[src/rtl/ewb_pkg.sv]
package ewb_pkg;
  typedef enum logic [1:0] {
    ST_SCAN  = 2'd0,
    ST_CAND  = 2'd1,
    ST_ISSUE = 2'd2
  } ewb_state_t;
endpackage

[src/rtl/ewb_idle_track.sv]
// Per-line idle age. An access clears the age; otherwise it saturates upward.
module ewb_idle_track #(
  parameter int NLINES = 16,
  parameter int CW     = 8,
  localparam int IW    = $clog2(NLINES)
) (
  input  logic              clk,
  input  logic              rst,
  input  logic              acc_valid,
  input  logic [IW-1:0]     acc_idx,
  input  logic [CW-1:0]     dead_thr,
  output logic [NLINES-1:0] dead
);
  localparam logic [CW-1:0] AGE_MAX = {CW{1'b1}};

  for (genvar g = 0; g < NLINES; g++) begin : g_line
    logic [CW-1:0] age;
    logic          touch;
    assign touch = acc_valid && (acc_idx == IW'(g));
    always_ff @(posedge clk) begin
      if (rst)                  age <= '0;
      else if (touch)           age <= '0;
      else if (age != AGE_MAX)  age <= age + 1'b1;
    end
    assign dead[g] = (age >= dead_thr);
  end
endmodule

[src/rtl/ewb_scan_ptr.sv]
// Round-robin scan pointer over the cache lines.
module ewb_scan_ptr #(
  parameter int NLINES = 16,
  localparam int IW    = $clog2(NLINES)
) (
  input  logic          clk,
  input  logic          rst,
  input  logic          step,
  output logic [IW-1:0] ptr
);
  localparam logic [IW-1:0] LAST = IW'(NLINES - 1);

  always_ff @(posedge clk) begin
    if (rst)            ptr <= '0;
    else if (step) begin
      if (ptr == LAST)  ptr <= '0;
      else              ptr <= ptr + 1'b1;
    end
  end
endmodule

[src/rtl/ewb_issue_fsm.sv]
// Picks a candidate, waits for a free bus, holds the request, emits the clear.
module ewb_issue_fsm
  import ewb_pkg::*;
#(
  parameter int NLINES = 16,
  localparam int IW    = $clog2(NLINES)
) (
  input  logic          clk,
  input  logic          rst,
  input  logic          bus_idle,
  input  logic          dem_pend,
  input  logic [IW-1:0] scan_idx,
  input  logic          scan_dirty,
  input  logic          scan_dead,
  input  logic          acc_valid,
  input  logic [IW-1:0] acc_idx,
  input  logic          acc_write,
  input  logic          wb_ack,
  output logic          step,
  output logic          wb_req,
  output logic [IW-1:0] wb_idx,
  output logic          clr_valid,
  output logic [IW-1:0] clr_idx
);
  ewb_state_t    st;
  logic [IW-1:0] cand;
  logic          rewritten;
  logic          bus_free;
  logic          found;
  logic          cand_hit;
  logic          wr_hit;

  assign bus_free = bus_idle && !dem_pend;
  assign step     = (st == ST_SCAN) && bus_free;
  assign found    = step && scan_dirty && scan_dead &&
                    !(acc_valid && acc_idx == scan_idx);
  assign cand_hit = acc_valid && (acc_idx == cand);
  assign wr_hit   = acc_valid && acc_write && (acc_idx == wb_idx);

  always_ff @(posedge clk) begin
    if (rst) begin
      st        <= ST_SCAN;
      cand      <= '0;
      rewritten <= 1'b0;
      wb_req    <= 1'b0;
      wb_idx    <= '0;
      clr_valid <= 1'b0;
      clr_idx   <= '0;
    end else begin
      clr_valid <= 1'b0;
      unique case (st)
        ST_SCAN: begin
          if (found) begin
            cand <= scan_idx;
            st   <= ST_CAND;
          end
        end
        ST_CAND: begin
          if (cand_hit) begin
            st <= ST_SCAN;
          end else if (bus_free) begin
            wb_req    <= 1'b1;
            wb_idx    <= cand;
            rewritten <= 1'b0;
            st        <= ST_ISSUE;
          end
        end
        ST_ISSUE: begin
          if (wb_ack) begin
            wb_req    <= 1'b0;
            clr_valid <= !(rewritten || wr_hit);
            clr_idx   <= wb_idx;
            st        <= ST_SCAN;
          end else if (wr_hit) begin
            rewritten <= 1'b1;
          end
        end
        default: st <= ST_SCAN;
      endcase
    end
  end
endmodule

[src/rtl/ewb_sched.sv]
module ewb_sched #(
  parameter int NLINES = 16,
  parameter int CW     = 8,
  localparam int IW    = $clog2(NLINES)
) (
  input  logic          clk,
  input  logic          rst,
  input  logic [CW-1:0] dead_thr,
  input  logic          acc_valid,
  input  logic [IW-1:0] acc_idx,
  input  logic          acc_write,
  input  logic          bus_idle,
  input  logic          dem_pend,
  output logic [IW-1:0] scan_idx,
  input  logic          scan_dirty,
  output logic          wb_req,
  output logic [IW-1:0] wb_idx,
  input  logic          wb_ack,
  output logic          clr_valid,
  output logic [IW-1:0] clr_idx
);
  logic [NLINES-1:0] dead;
  logic              step;

  ewb_idle_track #(.NLINES(NLINES), .CW(CW)) u_track (
    .clk(clk), .rst(rst), .acc_valid(acc_valid), .acc_idx(acc_idx),
    .dead_thr(dead_thr), .dead(dead)
  );

  ewb_scan_ptr #(.NLINES(NLINES)) u_ptr (
    .clk(clk), .rst(rst), .step(step), .ptr(scan_idx)
  );

  ewb_issue_fsm #(.NLINES(NLINES)) u_fsm (
    .clk(clk), .rst(rst), .bus_idle(bus_idle), .dem_pend(dem_pend),
    .scan_idx(scan_idx), .scan_dirty(scan_dirty), .scan_dead(dead[scan_idx]),
    .acc_valid(acc_valid), .acc_idx(acc_idx), .acc_write(acc_write),
    .wb_ack(wb_ack), .step(step), .wb_req(wb_req), .wb_idx(wb_idx),
    .clr_valid(clr_valid), .clr_idx(clr_idx)
  );
endmodule

[config.mk]
export PLATFORM = sky130hd
export DESIGN_NAME = ewb_sched
export DESIGN_NICKNAME = d
export VERILOG_FILES = /design/src/rtl/ewb_pkg.sv /design/src/rtl/ewb_idle_track.sv /design/src/rtl/ewb_scan_ptr.sv /design/src/rtl/ewb_issue_fsm.sv /design/src/rtl/ewb_sched.sv
export SDC_FILE = /design/constraint.sdc
export NUM_CORES = 1
export LEC_CHECK = 0
export BUFFER_PORTS_ARGS = -buffer_cell sky130_fd_sc_hd__buf_2
export CAP_MARGIN = 25
export CORE_ASPECT_RATIO = 1.1
export CORE_MARGIN = 1
export CORE_UTILIZATION = 30
export CTS_CLUSTER_DIAMETER = 40
export DETAILED_ROUTE_END_ITERATION = 16
export PLACE_DENSITY = 0.52
export REMOVE_ABC_BUFFERS = 1
export SKIP_CTS_REPAIR_TIMING = 1
export SLEW_MARGIN = 5
export SYNTH_ARGS = -nofsm -noshare
export SYNTH_HDL_FRONTEND = slang
export SYNTH_SLANG_ARGS = --single-unit
[constraint.sdc]
create_clock -name clk -period 2.95 [get_ports clk]
set_clock_uncertainty 0.1 [all_clocks]
set_input_delay 0.295 -clock clk [delete_from_list [all_inputs] [get_ports clk]]
set_output_delay 0.295 -clock clk [all_outputs]
set_load 0.03 [all_outputs]
==> metrics.txt <==
status=completed; Post-Synthesis Mean Instance Area=about 8.7 um2; Post-Syn Instances=around 1100; Seq/Total Area, Yosys=around a third; largest cells by area after synthesis=dfxtp_1, ha_1, nor2_1; vias in the first global route=between 7000 and 8000; gpl congestion=roughly 0.77; DRC errors left=0; Max Cap Violations=0; num ports=34; largest net degree at the start of global routing=35; final hold slack=between 100 and 150 ps; clock network power share=between 40 and 50%; fmax=between 300 and 400 MHz; clk sinks=roughly 150; register bit total from synthesis=~150; final WL=around 23000 um; Worst-Skew Late Latency=approximately 430 ps; worst-margin pin slew=slightly above 600 ps; IO Port Bufs=33; Synth area leader=dfxtp_1; register area=2980 um2; CP bufs+invs=1; core area=30600 um2; DIE WIDTH=between 150 and 200 um; Setup violations, final=0; n_diodes=0; drt first pass iters=4; CTS root buffer=clkbuf_16; Max Buffers Root-to-Sink=2; Layout area overhead=15.3%; Rel. slew slack=between 50 and 60%; EDFF count, synth=0; WL/cell=around 15 um; number of routed nets with antenna violations=0; Period minus WS final=2790 ps; Internal Power=3.71 mW; switching portion of total power=25.6%; static leakage=a little under 5 nW; PwrDens=461 nW/um2; Final Slew Violations=0; final hold violations=0; Slowest-stage cell, CP=or4_1; setup TNS=0 ps; via count=7800; Post-Syn Area=approximately 9400 um2; Initial Util=between 30% and 40%; combinational power share=between 10% and 20%; Top delay family on crit path=compound AO/OA/AOI/OAI gates; peak fanout along the critical path=5; Final Power=4.99 mW; CP cell instances=inv_1 -> ha_1 -> nand2b_4 -> a2111oi_4 -> nor4_1 -> or4_1 -> a311oi_1 -> a31o_2 -> a31oi_4 -> o21a_1; area share of the largest cell type after synthesis=about a third; share of cells above drive strength 1=9.34%; Placement Rows=67; Yosys warning total=0; clock-pin slew on the worst setup and hold paths=60 ps; Via-to-Cell Ratio=5.00; top-count cell post-synth=dfxtp_1; FFs w/ async S/R, synth=0%; first-pass GRT wire length=between 30000 and 40000 um; Final period util=between 90% and 100%; Crit. End Element=flip-flop; VDD IR-drop max=approximately 300 uV; H-tree depth=4; total global-route track usage=14.9%; Yosys cell types=53; filler cell count=about 3200; CTS tree=built; kind of critical path=reg2reg; Commonest cells post-synth=dfxtp_1, ha_1, nor2_1, nand3_1, o21ai_0; area of the multi-input gates=6240 um2; RSZ-0062 raised after global routing=false; Worst Hold Class=in2reg; sw power=between 1 and 1.5 mW; post-route cell area=around 11000 um2; Post-DP Area=10200 um2; post-detail-place hpwl=about 17000 um; Num CTS Buffers=17; Die ar.=between 30000 and 40000 um2; GRT Residual Overflow=0; WP data arrival=approximately 3000 ps; chip height=about 190 um; CP Data Required Time=between 3000 and 4000 ps; initial DRC count=about 300; Most used DFF post-synth=dfxtp_1; Sequential Power Share=between 40% and 50%; # nets final=around 1300; initial antenna violation count=0; CP peak stage delay=480 ps; nature of the critical path startpoint=flip-flop
## area by class of cell
| class | count | share of cell area (%) |
|---|---|---|
| clock buffer | 21 | 4.35 |
| clock inverter | 11 | 1.38 |
| inverter | 30 | 1.04 |
| multi-input combinational | 880 | 57.6 |
| sequential | 149 | 27.6 |
| tap | 414 | 4.79 |
| timing repair buffer | 55 | 3.28 |
## metrics by stage
step,utilization (%),std cells,setup slack (ps)
after floorplan,-,1059,283
after global placement,33.3,1528,19.8
after detailed placement,33.3,1528,25.9
after CTS,35.3,1560,90.4
after global routing,35.4,1560,50.8
final,35.4,1560,164
## kinds of logic after synthesis
kind of cell | synth area share, %
DFF | 31.8
muxes | 3.94
buffers and inverters | 1.97
AOI/OAI and AO/OA | 13.7
xor gates and xnor gates | 5.13
and+or+nand+nor | 24.1
adders and majority gates | 19.3
## state kept, by name (all words and copies together), names as in the netlist
| signal | flops |
|---|---|
| u_track.g_line.age | 128 |
| u_fsm.cand | 4 |
| u_fsm.clr_idx | 4 |
| u_fsm.wb_idx | 4 |
| u_ptr.ptr | 4 |
| u_fsm.st | 2 |
| u_fsm.clr_valid | 1 |
| u_fsm.rewritten | 1 |
| u_fsm.wb_req | 1 |
## cells in the final DEF (no fill, tap or decap), drive strengths merged, types with 7 or more instances in the layout
master / n
or2: 12
clkbuf: 21
nand2b: 28
o21ai: 58
buf: 55
a31oi: 28
dfxtp: 149
mux2i: 37
a2111oi: 7
and3: 44
inv: 31
nor2b: 8
nand3: 82
nor3: 24
nor4b: 15
xor2: 28
a21o: 24
xnor2: 27
nand4: 28
nor2: 126
a21oi: 49
nand2: 50
ha: 145
and4: 9
## per-layer routing
metal / up-vias / wire length (um) / GRT usage, %
met3: 12 / 460 / 2.38
met5: - / 0 / 0
met4: 0 / 194 / 4.12
met1: 3634 / 11700 / 20.2
met2: 68 / 10400 / 24.3
li1: 4086 / - / -
## power by group through the flow
stage,Combinational [mW],Clock [mW],Sequential (mW)
floorplan,0.349,0,2.18
global placement,0.529,0,2.19
detailed placement,0.543,0,2.19
CTS,0.546,2.38,2.15
global route,0.624,2.46,2.16
finish,0.540,2.30,2.15
## worst paths after layout
path / start / end / slack (ps) / depth (start not counted)
max reg2reg: u_track.g_line[8].age[0] / u_fsm.st[0] / 160 / 10
min reg2reg: u_fsm.rewritten / u_fsm.clr_valid / 350 / 1
min: wb_ack / u_fsm.st[1] / 130 / 4
max: u_track.g_line[8].age[0] / u_fsm.st[0] / 160 / 10
## worst min-delay path: stages
cell     delay [ps]
buf_2           120
nor3b_1          80
inv_1            50
a21oi_1          50
Note: power is estimated with default switching activity, not from simulation.
